$ cat src/rtl/refresh_pkg.sv
package refresh_pkg;
    localparam int WORD_W = 16;
    localparam int FC_W   = 3;
    localparam int OFS_W  = 3;

    localparam logic [OFS_W-1:0] OFS_CTRL     = 3'd0;
    localparam logic [OFS_W-1:0] OFS_START_HI = 3'd1;
    localparam logic [OFS_W-1:0] OFS_START_LO = 3'd2;
    localparam logic [OFS_W-1:0] OFS_STRIDE   = 3'd3;
    localparam logic [OFS_W-1:0] OFS_ROWS     = 3'd4;
    localparam logic [OFS_W-1:0] OFS_WORK_HI  = 3'd5;
    localparam logic [OFS_W-1:0] OFS_WORK_LO  = 3'd6;
    localparam logic [OFS_W-1:0] OFS_WORK_CNT = 3'd7;

    localparam logic [FC_W-1:0] FC_ILLEGAL = 3'b111;

    typedef enum logic [1:0] {
        ST_IDLE = 2'd0,
        ST_BUS  = 2'd1,
        ST_STEP = 2'd2
    } seq_state_t;
endpackage

$ cat src/rtl/refresh_trig.sv
module refresh_trig #(
    parameter int SYNC_STAGES = 2
) (
    input  logic clk,
    input  logic rst_n,
    input  logic req_n,
    input  logic armed,
    input  logic busy,
    output logic start
);
    logic [SYNC_STAGES-1:0] sync_q;
    logic                   last_q;
    logic                   pend_q;
    logic                   fall;

    generate
        if (SYNC_STAGES == 1) begin : g_single
            always_ff @(posedge clk or negedge rst_n) begin
                if (!rst_n) sync_q <= '1;
                else        sync_q <= req_n;
            end
        end else begin : g_chain
            always_ff @(posedge clk or negedge rst_n) begin
                if (!rst_n) sync_q <= '1;
                else        sync_q <= {sync_q[SYNC_STAGES-2:0], req_n};
            end
        end
    endgenerate

    always_ff @(posedge clk or negedge rst_n) begin
        if (!rst_n) last_q <= 1'b1;
        else        last_q <= sync_q[SYNC_STAGES-1];
    end

    assign fall = last_q & ~sync_q[SYNC_STAGES-1];

    always_ff @(posedge clk or negedge rst_n) begin
        if (!rst_n) begin
            pend_q <= 1'b0;
        end else if (!armed) begin
            pend_q <= 1'b0;
        end else if (busy) begin
            if (fall) pend_q <= 1'b1;
        end else begin
            pend_q <= 1'b0;
        end
    end

    assign start = armed & (fall | pend_q);
endmodule

$ cat src/rtl/refresh_regs.sv
module refresh_regs
    import refresh_pkg::*;
#(
    parameter int ADDR_W = 24,
    parameter int CNT_W  = 16
) (
    input  logic                 clk,
    input  logic                 rst_n,
    input  logic                 wr,
    input  logic [OFS_W-1:0]     ofs,
    input  logic [WORD_W-1:0]    wdata,
    output logic [WORD_W-1:0]    rdata,
    input  logic [ADDR_W-1:0]    work_ptr,
    input  logic [CNT_W-1:0]     work_cnt,
    output logic                 enable,
    output logic [FC_W-1:0]      fc,
    output logic [ADDR_W-1:0]    start_addr,
    output logic [WORD_W-1:0]    stride,
    output logic [CNT_W-1:0]     rows
);
    localparam int HI_W  = ADDR_W - WORD_W;
    localparam int PAD_W = 8 - HI_W;

    logic [HI_W-1:0]   hi_q;
    logic [WORD_W-1:0] lo_q;

    always_ff @(posedge clk or negedge rst_n) begin
        if (!rst_n) begin
            enable <= 1'b0;
            fc     <= '0;
            hi_q   <= '0;
            lo_q   <= '0;
            stride <= '0;
            rows   <= '0;
        end else if (wr) begin
            unique case (ofs)
                OFS_CTRL:     enable <= wdata[0];
                OFS_START_HI: begin
                    fc   <= wdata[14:12];
                    hi_q <= wdata[HI_W-1:0];
                end
                OFS_START_LO: lo_q   <= wdata;
                OFS_STRIDE:   stride <= wdata;
                OFS_ROWS:     rows   <= wdata[CNT_W-1:0];
                default: ;
            endcase
        end
    end

    assign start_addr = {hi_q, lo_q};

    function automatic logic [WORD_W-1:0] pack_hi(input logic [FC_W-1:0] f,
                                                  input logic [HI_W-1:0] a);
        logic [7:0] byte_v;
        byte_v = {{PAD_W{1'b0}}, a};
        return {1'b0, f, 4'b0000, byte_v};
    endfunction

    always_comb begin
        rdata = '0;
        unique case (ofs)
            OFS_CTRL:     rdata = {{(WORD_W-1){1'b0}}, enable};
            OFS_START_HI: rdata = pack_hi(fc, hi_q);
            OFS_START_LO: rdata = lo_q;
            OFS_STRIDE:   rdata = stride;
            OFS_ROWS:     rdata = WORD_W'(rows);
            OFS_WORK_HI:  rdata = pack_hi(fc, work_ptr[ADDR_W-1:WORD_W]);
            OFS_WORK_LO:  rdata = work_ptr[WORD_W-1:0];
            OFS_WORK_CNT: rdata = WORD_W'(work_cnt);
            default:      rdata = '0;
        endcase
    end
endmodule

$ cat src/rtl/refresh_ptr.sv
module refresh_ptr
    import refresh_pkg::*;
#(
    parameter int ADDR_W = 24,
    parameter int CNT_W  = 16
) (
    input  logic              clk,
    input  logic              rst_n,
    input  logic              wr,
    input  logic [OFS_W-1:0]  ofs,
    input  logic [WORD_W-1:0] wdata,
    input  logic              advance,
    input  logic [ADDR_W-1:0] start_addr,
    input  logic [WORD_W-1:0] stride,
    input  logic [CNT_W-1:0]  rows,
    output logic [ADDR_W-1:0] work_ptr,
    output logic [CNT_W-1:0]  work_cnt
);
    localparam int HI_W = ADDR_W - WORD_W;

    logic sweep_end;
    assign sweep_end = (work_cnt <= CNT_W'(1));

    always_ff @(posedge clk or negedge rst_n) begin
        if (!rst_n) begin
            work_ptr <= '0;
            work_cnt <= '0;
        end else if (wr && ofs == OFS_WORK_HI) begin
            work_ptr[ADDR_W-1:WORD_W] <= wdata[HI_W-1:0];
        end else if (wr && ofs == OFS_WORK_LO) begin
            work_ptr[WORD_W-1:0] <= wdata;
        end else if (wr && ofs == OFS_WORK_CNT) begin
            work_cnt <= wdata[CNT_W-1:0];
        end else if (advance) begin
            if (sweep_end) begin
                work_ptr <= start_addr;
                work_cnt <= rows;
            end else begin
                work_ptr <= work_ptr + ADDR_W'(stride);
                work_cnt <= work_cnt - CNT_W'(1);
            end
        end
    end
endmodule

$ cat src/rtl/refresh_fsm.sv
module refresh_fsm
    import refresh_pkg::*;
(
    input  logic clk,
    input  logic rst_n,
    input  logic start,
    input  logic done,
    output logic bus_req,
    output logic bus_rd,
    output logic advance,
    output logic busy
);
    seq_state_t state_q, state_d;

    always_ff @(posedge clk or negedge rst_n) begin
        if (!rst_n) state_q <= ST_IDLE;
        else        state_q <= state_d;
    end

    always_comb begin
        state_d = state_q;
        unique case (state_q)
            ST_IDLE: if (start) state_d = ST_BUS;
            ST_BUS:  if (done)  state_d = ST_STEP;
            ST_STEP: state_d = ST_IDLE;
            default: state_d = ST_IDLE;
        endcase
    end

    always_comb begin
        bus_req = 1'b0;
        bus_rd  = 1'b0;
        advance = 1'b0;
        busy    = 1'b1;
        unique case (state_q)
            ST_IDLE: busy = 1'b0;
            ST_BUS: begin
                bus_req = 1'b1;
                bus_rd  = 1'b1;
            end
            ST_STEP: advance = 1'b1;
            default: busy = 1'b0;
        endcase
    end
endmodule

$ cat src/rtl/dram_refresh_seq.sv
module dram_refresh_seq
    import refresh_pkg::*;
#(
    parameter int ADDR_W      = 24,
    parameter int CNT_W       = 16,
    parameter int SYNC_STAGES = 2
) (
    input  logic              clk,
    input  logic              rst_n,
    input  logic              reg_wr,
    input  logic [2:0]        reg_addr,
    input  logic [15:0]       reg_wdata,
    output logic [15:0]       reg_rdata,
    input  logic              rfsh_req_n,
    output logic              bus_req,
    output logic              bus_rd,
    output logic [23:0]       bus_addr,
    output logic [2:0]        bus_fc,
    input  logic              bus_done,
    output logic              fc_err
);
    logic              enable;
    logic [FC_W-1:0]   fc;
    logic [ADDR_W-1:0] start_addr;
    logic [WORD_W-1:0] stride;
    logic [CNT_W-1:0]  rows;
    logic [ADDR_W-1:0] work_ptr;
    logic [CNT_W-1:0]  work_cnt;
    logic              start_w;
    logic              advance;
    logic              busy;
    logic              armed;

    refresh_regs #(.ADDR_W(ADDR_W), .CNT_W(CNT_W)) u_regs (
        .clk(clk), .rst_n(rst_n), .wr(reg_wr), .ofs(reg_addr),
        .wdata(reg_wdata), .rdata(reg_rdata),
        .work_ptr(work_ptr), .work_cnt(work_cnt),
        .enable(enable), .fc(fc), .start_addr(start_addr),
        .stride(stride), .rows(rows)
    );

    refresh_ptr #(.ADDR_W(ADDR_W), .CNT_W(CNT_W)) u_ptr (
        .clk(clk), .rst_n(rst_n), .wr(reg_wr), .ofs(reg_addr),
        .wdata(reg_wdata), .advance(advance), .start_addr(start_addr),
        .stride(stride), .rows(rows),
        .work_ptr(work_ptr), .work_cnt(work_cnt)
    );

    assign fc_err = (fc == FC_ILLEGAL);
    assign armed  = enable & ~fc_err;

    refresh_trig #(.SYNC_STAGES(SYNC_STAGES)) u_trig (
        .clk(clk), .rst_n(rst_n), .req_n(rfsh_req_n),
        .armed(armed), .busy(busy), .start(start_w)
    );

    refresh_fsm u_fsm (
        .clk(clk), .rst_n(rst_n), .start(start_w), .done(bus_done),
        .bus_req(bus_req), .bus_rd(bus_rd), .advance(advance), .busy(busy)
    );

    assign bus_addr = 24'(work_ptr);
    assign bus_fc   = fc;
endmodule

$ cat config.mk
export PLATFORM = sky130hd
export DESIGN_NAME = dram_refresh_seq
export DESIGN_NICKNAME = d
export VERILOG_FILES = /design/src/rtl/refresh_pkg.sv /design/src/rtl/refresh_trig.sv /design/src/rtl/refresh_regs.sv /design/src/rtl/refresh_ptr.sv /design/src/rtl/refresh_fsm.sv /design/src/rtl/dram_refresh_seq.sv
export SDC_FILE = /design/constraint.sdc
export NUM_CORES = 1
export LEC_CHECK = 0
export BUFFER_PORTS_ARGS = -buffer_cell sky130_fd_sc_hd__buf_4
export CORE_MARGIN = 4
export CORE_UTILIZATION = 35
export DETAILED_ROUTE_END_ITERATION = 10
export GPL_ROUTABILITY_DRIVEN = 0
export SETUP_SLACK_MARGIN = 0.4
export SLEW_MARGIN = 10
export SYNTH_ARGS = -nofsm -noshare
export SYNTH_HDL_FRONTEND = slang
export SYNTH_SLANG_ARGS = --single-unit
$ cat constraint.sdc
create_clock -name clk -period 4.8 [get_ports clk]
set_clock_uncertainty 0.1 [all_clocks]
set_input_delay 0.72 -clock clk [delete_from_list [all_inputs] [get_ports clk]]
set_output_delay 0.72 -clock clk [all_outputs]
set_load 0.01 [all_outputs]
=== Word level (Yosys, flattened, before mapping) ===
Cells that the tools add are included.

* Add/sub/neg operators: 2
* Order comparisons: 1
* Eq/ne operators: 16
* Multiplexer cells: 19
* Bitwise operators: 8
* Reductions and logical operators: 18

{| class="wikitable"
|+ Operators by type and width
! operator !! count
|-
| $pmux W16 S8 || 1
|-
| $mux W24 || 3
|-
| $mux W16 || 4
|-
| $add A24 B16 Y24 || 1
|-
| $le A16 B1 Y1 const B || 1
|-
| $mux W8 || 2
|-
| $sub A16 B1 Y16 const B || 1
|-
| $eq A3 B3 Y1 const B || 5
|-
| $reduce_and A2 Y1 || 6
|-
| $reduce_and A3 Y1 || 3
|-
| $eq A3 B2 Y1 const B || 2
|-
| $mux W1 || 6
|-
| $ne A2 B1 Y1 const B || 3
|-
| $reduce_bool A2 Y1 || 3
|-
| $mux W2 || 2
|-
| $ne A2 B2 Y1 const B || 2
|-
| $not A1 Y1 || 4
|-
| $pmux W2 S2 || 1
|-
| $and A1 B1 Y1 || 3
|-
| $eq A3 B1 Y1 const B || 1
|-
| $logic_and A1 B1 Y1 || 3
|-
| $logic_not A3 Y1 || 1
|-
| $ne A3 B3 Y1 const B || 1
|-
| $eq A2 B1 Y1 const B || 1
|-
| other kinds (4) || 4
|}

* Register bits after elaboration: 106
* Bits of input ports: 24
* Output and inout bits: 46
* Word-level logic and storage cells: 77

=== Longest topological paths before layout ===
Gate-level depths: netlist (run 1).

* Depth after elaboration: 6
* Gate-level depth with buffers: 10

=== Cells and area by module ===
Synthesis (run 1) repeated with hierarchy kept, for this count alone.

* Cell total of the unflattened synthesis: 711
* Area total of the unflattened synthesis: 7028.0 µm²

{| class="wikitable"
|+ By module, submodules not included
! module !! times used !! cells an instance !! area an instance (µm²)
|-
| refresh_ptr || 1 || 457 || 3500.9
|-
| refresh_regs || 1 || 229 || 3216.8
|-
| refresh_fsm || 1 || 16 || 155.1
|-
| refresh_trig || 1 || 7 || 135.1
|-
| dram_refresh_seq || 1 || 2 || 20.0
|}

=== Worst setup path after synthesis (run 1) ===
Ideal clock, no wire load.

* Path kind: in2out
* From: in reg_addr[0]
* To: out reg_rdata[2]
* Arrival: 2278 ps
* Data required time: 3980 ps
* Setup slack: 1702 ps
* Stages: 5
* Buffers on the path: 3
* Cells stage by stage: buf_1 -> buf_1 -> clkbuf_1 -> a31oi_1 -> o21ai_0

* Word-level cells in the longest chain between the ends: 2
* Elaborated cells between the ends (all ways): 9
* Those cells by class: 7 x eq/ne; 1 x mux; 1 x reduce/logical

{| class="wikitable"
|+ Ends and longest elaborated chain
! item !! line !! RTL
|-
| from (decl) || dram_refresh_seq.sv:11 || <nowiki>input logic [2:0] reg_addr,</nowiki>
|-
| $eq A3 B3 Y1 (tied with other cells) || refresh_regs.sv:61 || <nowiki>unique case (ofs)</nowiki>
|-
| $pmux W16 S8 (*) || refresh_regs.sv:61 ||
|-
| to (decl) || dram_refresh_seq.sv:13 || <nowiki>output logic [15:0] reg_rdata,</nowiki>
|}

Every way passes the cells marked *; elsewhere a longest branch is shown, timed or not.

=== Worst setup path in the final report (run 1) ===
* From: reg u_ptr.work_ptr[0]
* To: reg u_ptr.work_ptr[22]

* Word-level cells in the longest chain between the ends: 6

{| class="wikitable"
|+ Ends and longest elaborated chain
! item !! line !! RTL
|-
| from (decl) || refresh_ptr.sv:16 || <nowiki>output logic [ADDR_W-1:0] work_ptr,</nowiki>
|-
| from (signal, indexed assignment) || refresh_ptr.sv:29 || <nowiki>work_ptr[ADDR_W-1:WORD_W] <= wdata[HI_W-1:0];</nowiki>
|-
| from (signal, indexed assignment) || refresh_ptr.sv:31 || <nowiki>work_ptr[WORD_W-1:0] <= wdata;</nowiki>
|-
| from (signal assigned) || refresh_ptr.sv:36 || <nowiki>work_ptr <= start_addr;</nowiki>
|-
| $add A24 B16 Y24 || refresh_ptr.sv:39 || <nowiki>work_ptr <= work_ptr + ADDR_W'(stride);</nowiki>
|-
| $mux W24 || refresh_ptr.sv:35 || <nowiki>if (sweep_end) begin</nowiki>
|-
| $mux W24 || refresh_ptr.sv:34 || <nowiki>end else if (advance) begin</nowiki>
|-
| $mux W24 || refresh_ptr.sv:32 || <nowiki>end else if (wr && ofs == OFS_WORK_CNT) begin</nowiki>
|-
| $mux W8 || refresh_ptr.sv:30 || <nowiki>end else if (wr && ofs == OFS_WORK_LO) begin</nowiki>
|-
| $mux W8 || refresh_ptr.sv:28 || <nowiki>end else if (wr && ofs == OFS_WORK_HI) begin</nowiki>
|}

No other way between the ends. The select of a mux whose other input is x is not followed.
A chain may end at the register's enable or synchronous reset.

==> results.sh, run 1 <==
export IMPL_root_buffer="clkbuf_16"
export IMPL_grt_usage=0.205
export IMPL_path_clk_slew_ns=0.08
export IMPL_io_pin_count=70
export IMPL_reg2reg_depth=10
export IMPL_initial_core_util=0.360
export IMPL_worstPathCellList="ha_1, inv_1, fa_1, nor2b_1, o31a_1, o21ai_0, a21o_1, a21oi_1, a31oi_1, a221o_1"
export IMPL_worstPathArrival_ns=3.45
export IMPL_cp_max_fo=5
export IMPL_p_leak_uw=0.00330
export IMPL_combinationalPowerShare=0.466
export IMPL_via_per_inst=5.80
export IMPL_outcome="finished clean"
export IMPL_grt_pass1_vias=5679
export IMPL_synthesis_nets=782
export IMPL_synthFlopType="dfrtp_1"
export IMPL_hold_buffers=0
export IMPL_timing_rr_start="u_ptr.work_ptr[0]$_DFFE_PN0P_"
export IMPL_max_stage_delay_ns=0.60
export IMPL_drt_iter0_drc=676
export IMPL_fillers=1907
export IMPL_synth_top_area_share=0.378
export IMPL_synth_area_leaders="dfrtp_1, mux2_2, a21oi_1, nor2_1, ha_1"
export IMPL_p_switching_uw=1850
export IMPL_clock_path_buffers=2
export IMPL_ys_seq_area_frac=0.389
export IMPL_critPathCaptureType="flop"
export IMPL_ys_ff_latch=106
export IMPL_ys_async_sr_fraction=1.00
export IMPL_yosysMostFrequentCell="dfrtp_1"
export IMPL_drive_gt1_frac=0.237
export IMPL_r2r_slack_ns=1.50
export IMPL_crit_type="reg2reg"
export IMPL_post_cts_buffers=0
export IMPL_nNetsFinal=832
export IMPL_fin_crit_sh=0.687
export IMPL_vias=6091
export IMPL_maxCapViolations=0
export IMPL_clock_sinks=106
export IMPL_antenna_found_initial=0
export IMPL_port_buffers=69
export IMPL_cts_resized=0
export IMPL_hold_viol=0
export IMPL_ys_types=64
export IMPL_wl_um=22500
export IMPL_die_h_um=148
export IMPL_synth_edf_count=0
export IMPL_num_rows=50
export IMPL_syn2layout_area_growth_pct=16.1
export IMPL_synth_top_cell_by_area="dfrtp_1"
export IMPL_antenna_diode_count=0
export IMPL_h_tree_depth=3
export IMPL_layout_setup_ws_ns=1.50
export IMPL_rsz0062_at_grt="false"
export IMPL_crit_start="u_ptr.work_ptr[0]$_DFFE_PN0P_"
export IMPL_power_frac_seq=0.355
export IMPL_setup_viol=0
export IMPL_routedWlPerCell_um=21.4
export IMPL_cts_tree="done"
export IMPL_powerDensity_mw_per_mm2=548
export IMPL_dpl_worst_slack_ns=1.28
export IMPL_max_vdd_ir_drop_v=0.000190
export IMPL_cp_required_ns=4.96
export IMPL_power_frac_clock=0.179
export IMPL_die_x_um=148
export IMPL_hold_start="u_trig.sync_q[0]$_DFF_PN1_"
export IMPL_r2r_end="u_ptr.work_ptr[22]$_DFFE_PN0P_"
export IMPL_grt_remaining_overflow=0
export IMPL_cts_buffers=9
export IMPL_grt_max_degree=59
export IMPL_critPathCapture="u_ptr.work_ptr[22]$_DFFE_PN0P_"
export IMPL_tightest_slew_ns=1.21
export IMPL_hold_path_class="reg2reg"
export IMPL_max_freq_mhz=303
export IMPL_syn_inst=735
export IMPL_cp_slowest_cell="a21oi_1"
export IMPL_clock_latency_ns=0.37
export IMPL_coreArea_sq_mm=0.0190
export IMPL_firstDrtPassIters=5
export IMPL_die_area_sq_mm=0.0218
export IMPL_switching_share=0.425
export IMPL_drcViolationCount=0
export IMPL_ant_nets=0
export IMPL_synth_avg_cell_area_sq_um=9.29
export IMPL_place_hpwl_um=16500
export IMPL_finalCriticalPeriod_ns=3.30
export IMPL_slew_headroom=0.190
export IMPL_ys_warn_count=0
export IMPL_grt_pass1_wl_um=34600
export IMPL_startpoint_type="flop"
export IMPL_fin_setup_tns_ns=0
export IMPL_synth_cells_most_frequent="dfrtp_1, nor2_1, nand2_1, mux2_2, a21oi_1"
export IMPL_slew_violations=0
export IMPL_internal_power_uw=2500
export IMPL_synth_area_sq_mm=0.00683
[logic make-up (layout without fill, tap and decap cells)]
family / Yosys count / count (layout) / synth area share
flip-flops: 106 / 106 / 0.389
AND/OR/NAND/NOR: 228 / 228 / 0.154
XOR/XNOR: 21 / 21 / 0.0269
buffers and inverters: 59 / 114 / 0.0343
multiplexers: 90 / 90 / 0.164
AO/OA/AOI/OAI: 208 / 208 / 0.188
adder cells (fa/ha/maj): 23 / 23 / 0.0433
[worst min path at each step]
stage | endpoint | slack, ns | cells past startpoint
finish | u_trig.sync_q[1]$_DFF_PN1_ | 0.26 | 0
global route | u_trig.sync_q[1]$_DFF_PN1_ | 0.26 | 0
CTS | u_trig.sync_q[1]$_DFF_PN1_ | 0.26 | 0
detailed placement | u_trig.sync_q[1]$_DFF_PN1_ | 0.25 | 0
global placement | u_trig.sync_q[1]$_DFF_PN1_ | 0.25 | 0
floorplan | u_trig.sync_q[1]$_DFF_PN1_ | 0.25 | 0
[placed cells by master, fill, tap and decap left out, drive strengths merged, types with 8 or more instances in the layout]
cell type / n
o211ai: 9
a31oi: 12
or3: 9
nand3: 19
o22ai: 8
clkbuf: 9
dfrtp: 103
a211oi: 13
mux2: 67
buf: 80
nor3: 20
o21ai: 53
mux2i: 12
a21oi: 65
ha: 22
xor2: 11
mux4: 11
nand2: 72
inv: 18
nor2: 75
xnor2: 10
[stage by stage]
| stage | total power (uW) | hold WS (ns) | area, sq um | utilization | cells |
|---|---|---|---|---|---|
| 4_1_cts | 4350 | 0.260 | 7920 | 0.418 | 1050 |
| 6_report | 4340 | 0.259 | 7920 | 0.418 | 1050 |
| 5_1_grt | 4620 | 0.262 | 7920 | 0.418 | 1050 |
| 3_3_place_gp | 3550 | 0.246 | 7610 | 0.401 | 1034 |
| 2_1_floorplan | 2790 | 0.245 | 6830 | - | 735 |
| 3_5_place_dp | 3560 | 0.249 | 7610 | 0.401 | 1034 |
[critical path, delay by kind of cell, from the launching register on]
family | cells | cell delay (ns)
AO/OA/AOI/OAI | 6 | 1.78
adder cells (fa/ha/maj) | 2 | 0.64
buffers and inverters | 1 | 0.07
flip-flops | 1 | 0.43
AND/OR/NAND/NOR | 1 | 0.16
[layout make-up]
cell class,instances,area (sq um),share of cell area
inverters,18,67.6,0.00853
multi-input cells,570,3960,0.500
well taps,260,325,0.0411
clock inverters,7,88.8,0.0112
flip-flops and latches,106,2660,0.335
clock buffers,9,225,0.0284
repair buffers,80,601,0.0758
[metal layers]
layer,up-vias,global-route usage,wire (um)
met1,2964,0.300,10100
met3,39,0.0414,1870
met4,0,0.0615,546
met2,286,0.307,9940
met5,-,0,0
li1,2802,-,-
[state kept, by name, indices dropped and copies added (netlist names)]
| register | count |
|---|---|
| u_ptr.work_ptr | 24 |
| u_ptr.work_cnt | 16 |
| u_regs.lo_q | 16 |
| u_regs.rows | 16 |
| u_regs.stride | 16 |
| u_regs.hi_q | 8 |
| u_regs.fc | 3 |
| u_fsm.state_q | 2 |
| u_trig.sync_q | 2 |
| u_regs.enable | 1 |
| u_trig.last_q | 1 |
| u_trig.pend_q | 1 |
[power by group through the flow]
| stage | Combinational, uW | Clock (uW) | Sequential, uW |
|---|---|---|---|
| 2_1_floorplan | 1370 | 0 | 1430 |
| 3_3_place_gp | 1990 | 0 | 1550 |
| 3_5_place_dp | 2010 | 0 | 1550 |
| 4_1_cts | 2020 | 796 | 1530 |
| 5_1_grt | 2230 | 828 | 1570 |
| 6_report | 2020 | 779 | 1540 |
Note: power is estimated with default switching activity, not from simulation.
==> inputs of run 2 (changes only) <==
--- a/config.mk
+++ b/config.mk
@@ -5,6 +5,7 @@
 export SDC_FILE = /design/constraint.sdc
 export NUM_CORES = 1
 export LEC_CHECK = 0
+export ABC_AREA = 1
 export BUFFER_PORTS_ARGS = -buffer_cell sky130_fd_sc_hd__buf_4
 export CORE_MARGIN = 4
 export CORE_UTILIZATION = 35
==> constraint.sdc (replaced) <==
create_clock -name clk -period 3.3 [get_ports clk]
set_clock_uncertainty 0.1 [all_clocks]
set_input_delay 0.495 -clock clk [delete_from_list [all_inputs] [get_ports clk]]
set_output_delay 0.495 -clock clk [all_outputs]
set_load 0.01 [all_outputs]
==> results.sh, run 2 <==
export IMPL_synth_cells_most_frequent="nand2_1, inv_1, dfrtp_1, o21ai_0, nor2_1"
export IMPL_crit_start="reg_addr[2]"
export IMPL_layout_commonest_cell="nand2_1"
export IMPL_reg2reg_depth=13
export IMPL_dpl_cell_count=1378
export IMPL_stdcell_count=1394
export IMPL_max_freq_mhz=360
export IMPL_place_hpwl_um=20400
export IMPL_largest_reg_flops=24
export IMPL_p_leak_uw=0.00429
export IMPL_syn2layout_area_growth_pct=14.5
export IMPL_internal_power_uw=3670
export IMPL_finalCriticalPeriod_ns=2.78
export IMPL_synthSimpleGateAreaFrac=0.293
export IMPL_grt_pass1_vias=7103
export IMPL_num_rows=52
export IMPL_ys_ff_latch=106
export IMPL_layout_common_cells="nand2_1, inv_1, dfrtp_1, o21ai_0, nor2_1"
export IMPL_hold_path_class="in2async"
export IMPL_ys_async_sr_fraction=1.00
export IMPL_vias=7489
export IMPL_drcViolationCount=0
export IMPL_grt_remaining_overflow=0
export IMPL_routedWlPerCell_um=19.6
export IMPL_fin_crit_sh=0.842
export IMPL_grtUsageMet1=0.324
export IMPL_largest_register="u_ptr.work_ptr"
export IMPL_max_vdd_ir_drop_v=0.000328
export IMPL_wl_um=27300
export IMPL_ys_types=49
export IMPL_drive_gt1_frac=0.122
export IMPL_die_h_um=153
export IMPL_grt_util_met3=0.0568
export IMPL_maxCapViolations=0
export IMPL_nNetsFinal=1166
export IMPL_powerDensity_mw_per_mm2=844
export IMPL_ys_seq_area_frac=0.363
export IMPL_r2r_end="u_ptr.work_ptr[12]$_DFFE_PN0P_"
export IMPL_max_stage_delay_ns=0.44
export IMPL_critPathCaptureType="output pin"
export IMPL_p_switching_uw=3400
export IMPL_setup_viol=0
export IMPL_synth_top_family_by_area="simple AND/OR/NAND/NOR gates"
export IMPL_critical_path_top_delay_family="buffers and inverters"
export IMPL_synth_edf_count=0
export IMPL_hold_buffers=0
export IMPL_synth_compound_area_frac=0.189
export IMPL_synth_top_area_share=0.352
export IMPL_use_met2=0.352
export IMPL_synthesis_nets=1111
export IMPL_worstPathArrival_ns=2.18
export IMPL_initial_core_util=0.359
export IMPL_synthFlopType="dfrtp_1"
export IMPL_busiest_layer="met2"
export IMPL_coreArea_sq_mm=0.0204
export IMPL_slew_headroom=0.476
export IMPL_critPathCapture="reg_rdata[12]"
export IMPL_slew_violations=0
export IMPL_cts_resized=0
export IMPL_fin_setup_tns_ns=0
export IMPL_switching_share=0.480
export IMPL_clock_sinks=106
export IMPL_root_buffer="clkbuf_16"
export IMPL_startpoint_type="primary input"
export IMPL_ys_warn_count=0
export IMPL_post_cts_buffers=0
export IMPL_worstPathCellList="buf_4, inv_1, nand2_1, inv_1, a221oi_1, o221ai_1, buf_4"
export IMPL_cp_required_ns=2.70
export IMPL_synth_avg_cell_area_sq_um=6.87
export IMPL_path_clk_slew_ns=0.07
export IMPL_synth_xor_area_share=0.0108
export IMPL_die_area_sq_mm=0.0233
export IMPL_clock_latency_ns=0.37
export IMPL_power_total_uw=7070
export IMPL_grt_usage=0.230
export IMPL_clock_path_buffers=2
export IMPL_combinationalPowerShare=0.513
export IMPL_r2r_slack_ns=0.67
export IMPL_crit_buf_inv=4
export IMPL_drt_iter0_drc=849
export IMPL_grt_pass1_wl_um=42200
export IMPL_rsz0062_at_grt="false"
export IMPL_ant_nets=0
export IMPL_syn_inst=1064
export IMPL_timing_rr_start="u_ptr.work_ptr[0]$_DFFE_PN0P_"
export IMPL_grt_max_degree=64
export IMPL_antenna_diode_count=0
export IMPL_muxShareOfSynthArea=0
export IMPL_cp_max_fo=13
export IMPL_worstSetupPathDepth=7
export IMPL_via_per_inst=5.37
export IMPL_cts_buffers=9
export IMPL_cp_slowest_cell="a221oi_1"
export IMPL_power_frac_clock=0.170
export IMPL_die_x_um=153
export IMPL_yosysMostFrequentCell="nand2_1"
export IMPL_antenna_found_initial=0
export IMPL_synth_area_sq_mm=0.00731
export IMPL_firstDrtPassIters=6
export IMPL_io_pin_count=70
export IMPL_crit_type="in2out"
export IMPL_power_frac_seq=0.317
export IMPL_outcome="finished clean"
export IMPL_synth_top_cell_by_area="dfrtp_1"
export IMPL_hold_viol=0
export IMPL_synth_area_leaders="dfrtp_1, nand2_1, o21ai_0, inv_1, a21oi_1"
export IMPL_h_tree_depth=3
export IMPL_port_buffers=69
export IMPL_cts_tree="done"
export IMPL_tightest_slew_ns=0.785
export IMPL_synthAdderAreaFrac=0.0404
==> run 2: cell type report <==
| type | instances | area (sq um) |
|---|---|---|
| inverter | 144 | 551 |
| timing repair buffer | 79 | 606 |
| tap | 270 | 338 |
| clock buffer | 12 | 267 |
| multi-input combinational | 779 | 3900 |
| clock inverter | 4 | 55.1 |
| fill | 2195 | 12000 |
| sequential | 106 | 2660 |
==> run 2: per-layer routing <==
metal / part of all wire / vias to the layer above
met5: 0 / -
met3: 0.092 / 42
li1: - / 3586
met2: 0.44 / 345
met1: 0.45 / 3516
met4: 0.023 / 0
==> run 2: cell families after synthesis <==
logic type / after synthesis
flip-flops: 106
AND/OR/NAND/NOR: 505
AO/OA/AOI/OAI: 242
buffers and inverters: 179
adder cells (fa/ha/maj): 23
XOR/XNOR: 9
==> run 2: how the worst min path moves through the flow <==
stage,startpoint,to,slack (ns)
after floorplan,rst_n,u_fsm.state_q[0]$_DFFE_PN0P_,0.1
after global placement,u_trig.sync_q[0]$_DFF_PN1_,u_trig.sync_q[1]$_DFF_PN1_,0.25
after detailed placement,u_trig.sync_q[0]$_DFF_PN1_,u_trig.sync_q[1]$_DFF_PN1_,0.25
after CTS,rst_n,u_ptr.work_ptr[18]$_DFFE_PN0P_,0.07
after global routing,rst_n,u_regs.hi_q[4]$_DFFE_PN0P_,0.10
final,rst_n,u_ptr.work_ptr[18]$_DFFE_PN0P_,0.05
==> run 2: per-stage QoR <==
stage	worst slack, ns	util	cell area [sq um]	hold slack (ns)
floorplan	1.26	-	7310	0.0994
global placement	0.602	0.395	8050	0.246
detailed placement	0.567	0.395	8050	0.249
CTS	0.559	0.411	8370	0.0749
global route	0.460	0.411	8370	0.102
finish	0.523	0.411	8370	0.0460
==> run 2: worst register-to-register path: stages (launching register included) <==
cell     delay [ns]
dfrtp_1        0.46
ha_1           0.30
inv_1          0.08
fa_1           0.41
inv_1          0.19
nand3_1        0.09
nand3_1        0.14
nand2_1        0.11
nand2_1        0.16
nand2_1        0.08
nand2_1        0.11
nor2_1         0.05
o21ai_0        0.16
a21oi_1        0.08
==> run 2: power groups by stage <==
stage / logic (uW) / registers, uW / clock network (uW)
after floorplan: 2420 / 2090 / 0
after detailed placement: 3570 / 2250 / 0
after global routing: 4050 / 2290 / 1260
final: 3630 / 2240 / 1200
after global placement: 3550 / 2250 / 0
after CTS: 3590 / 2230 / 1210
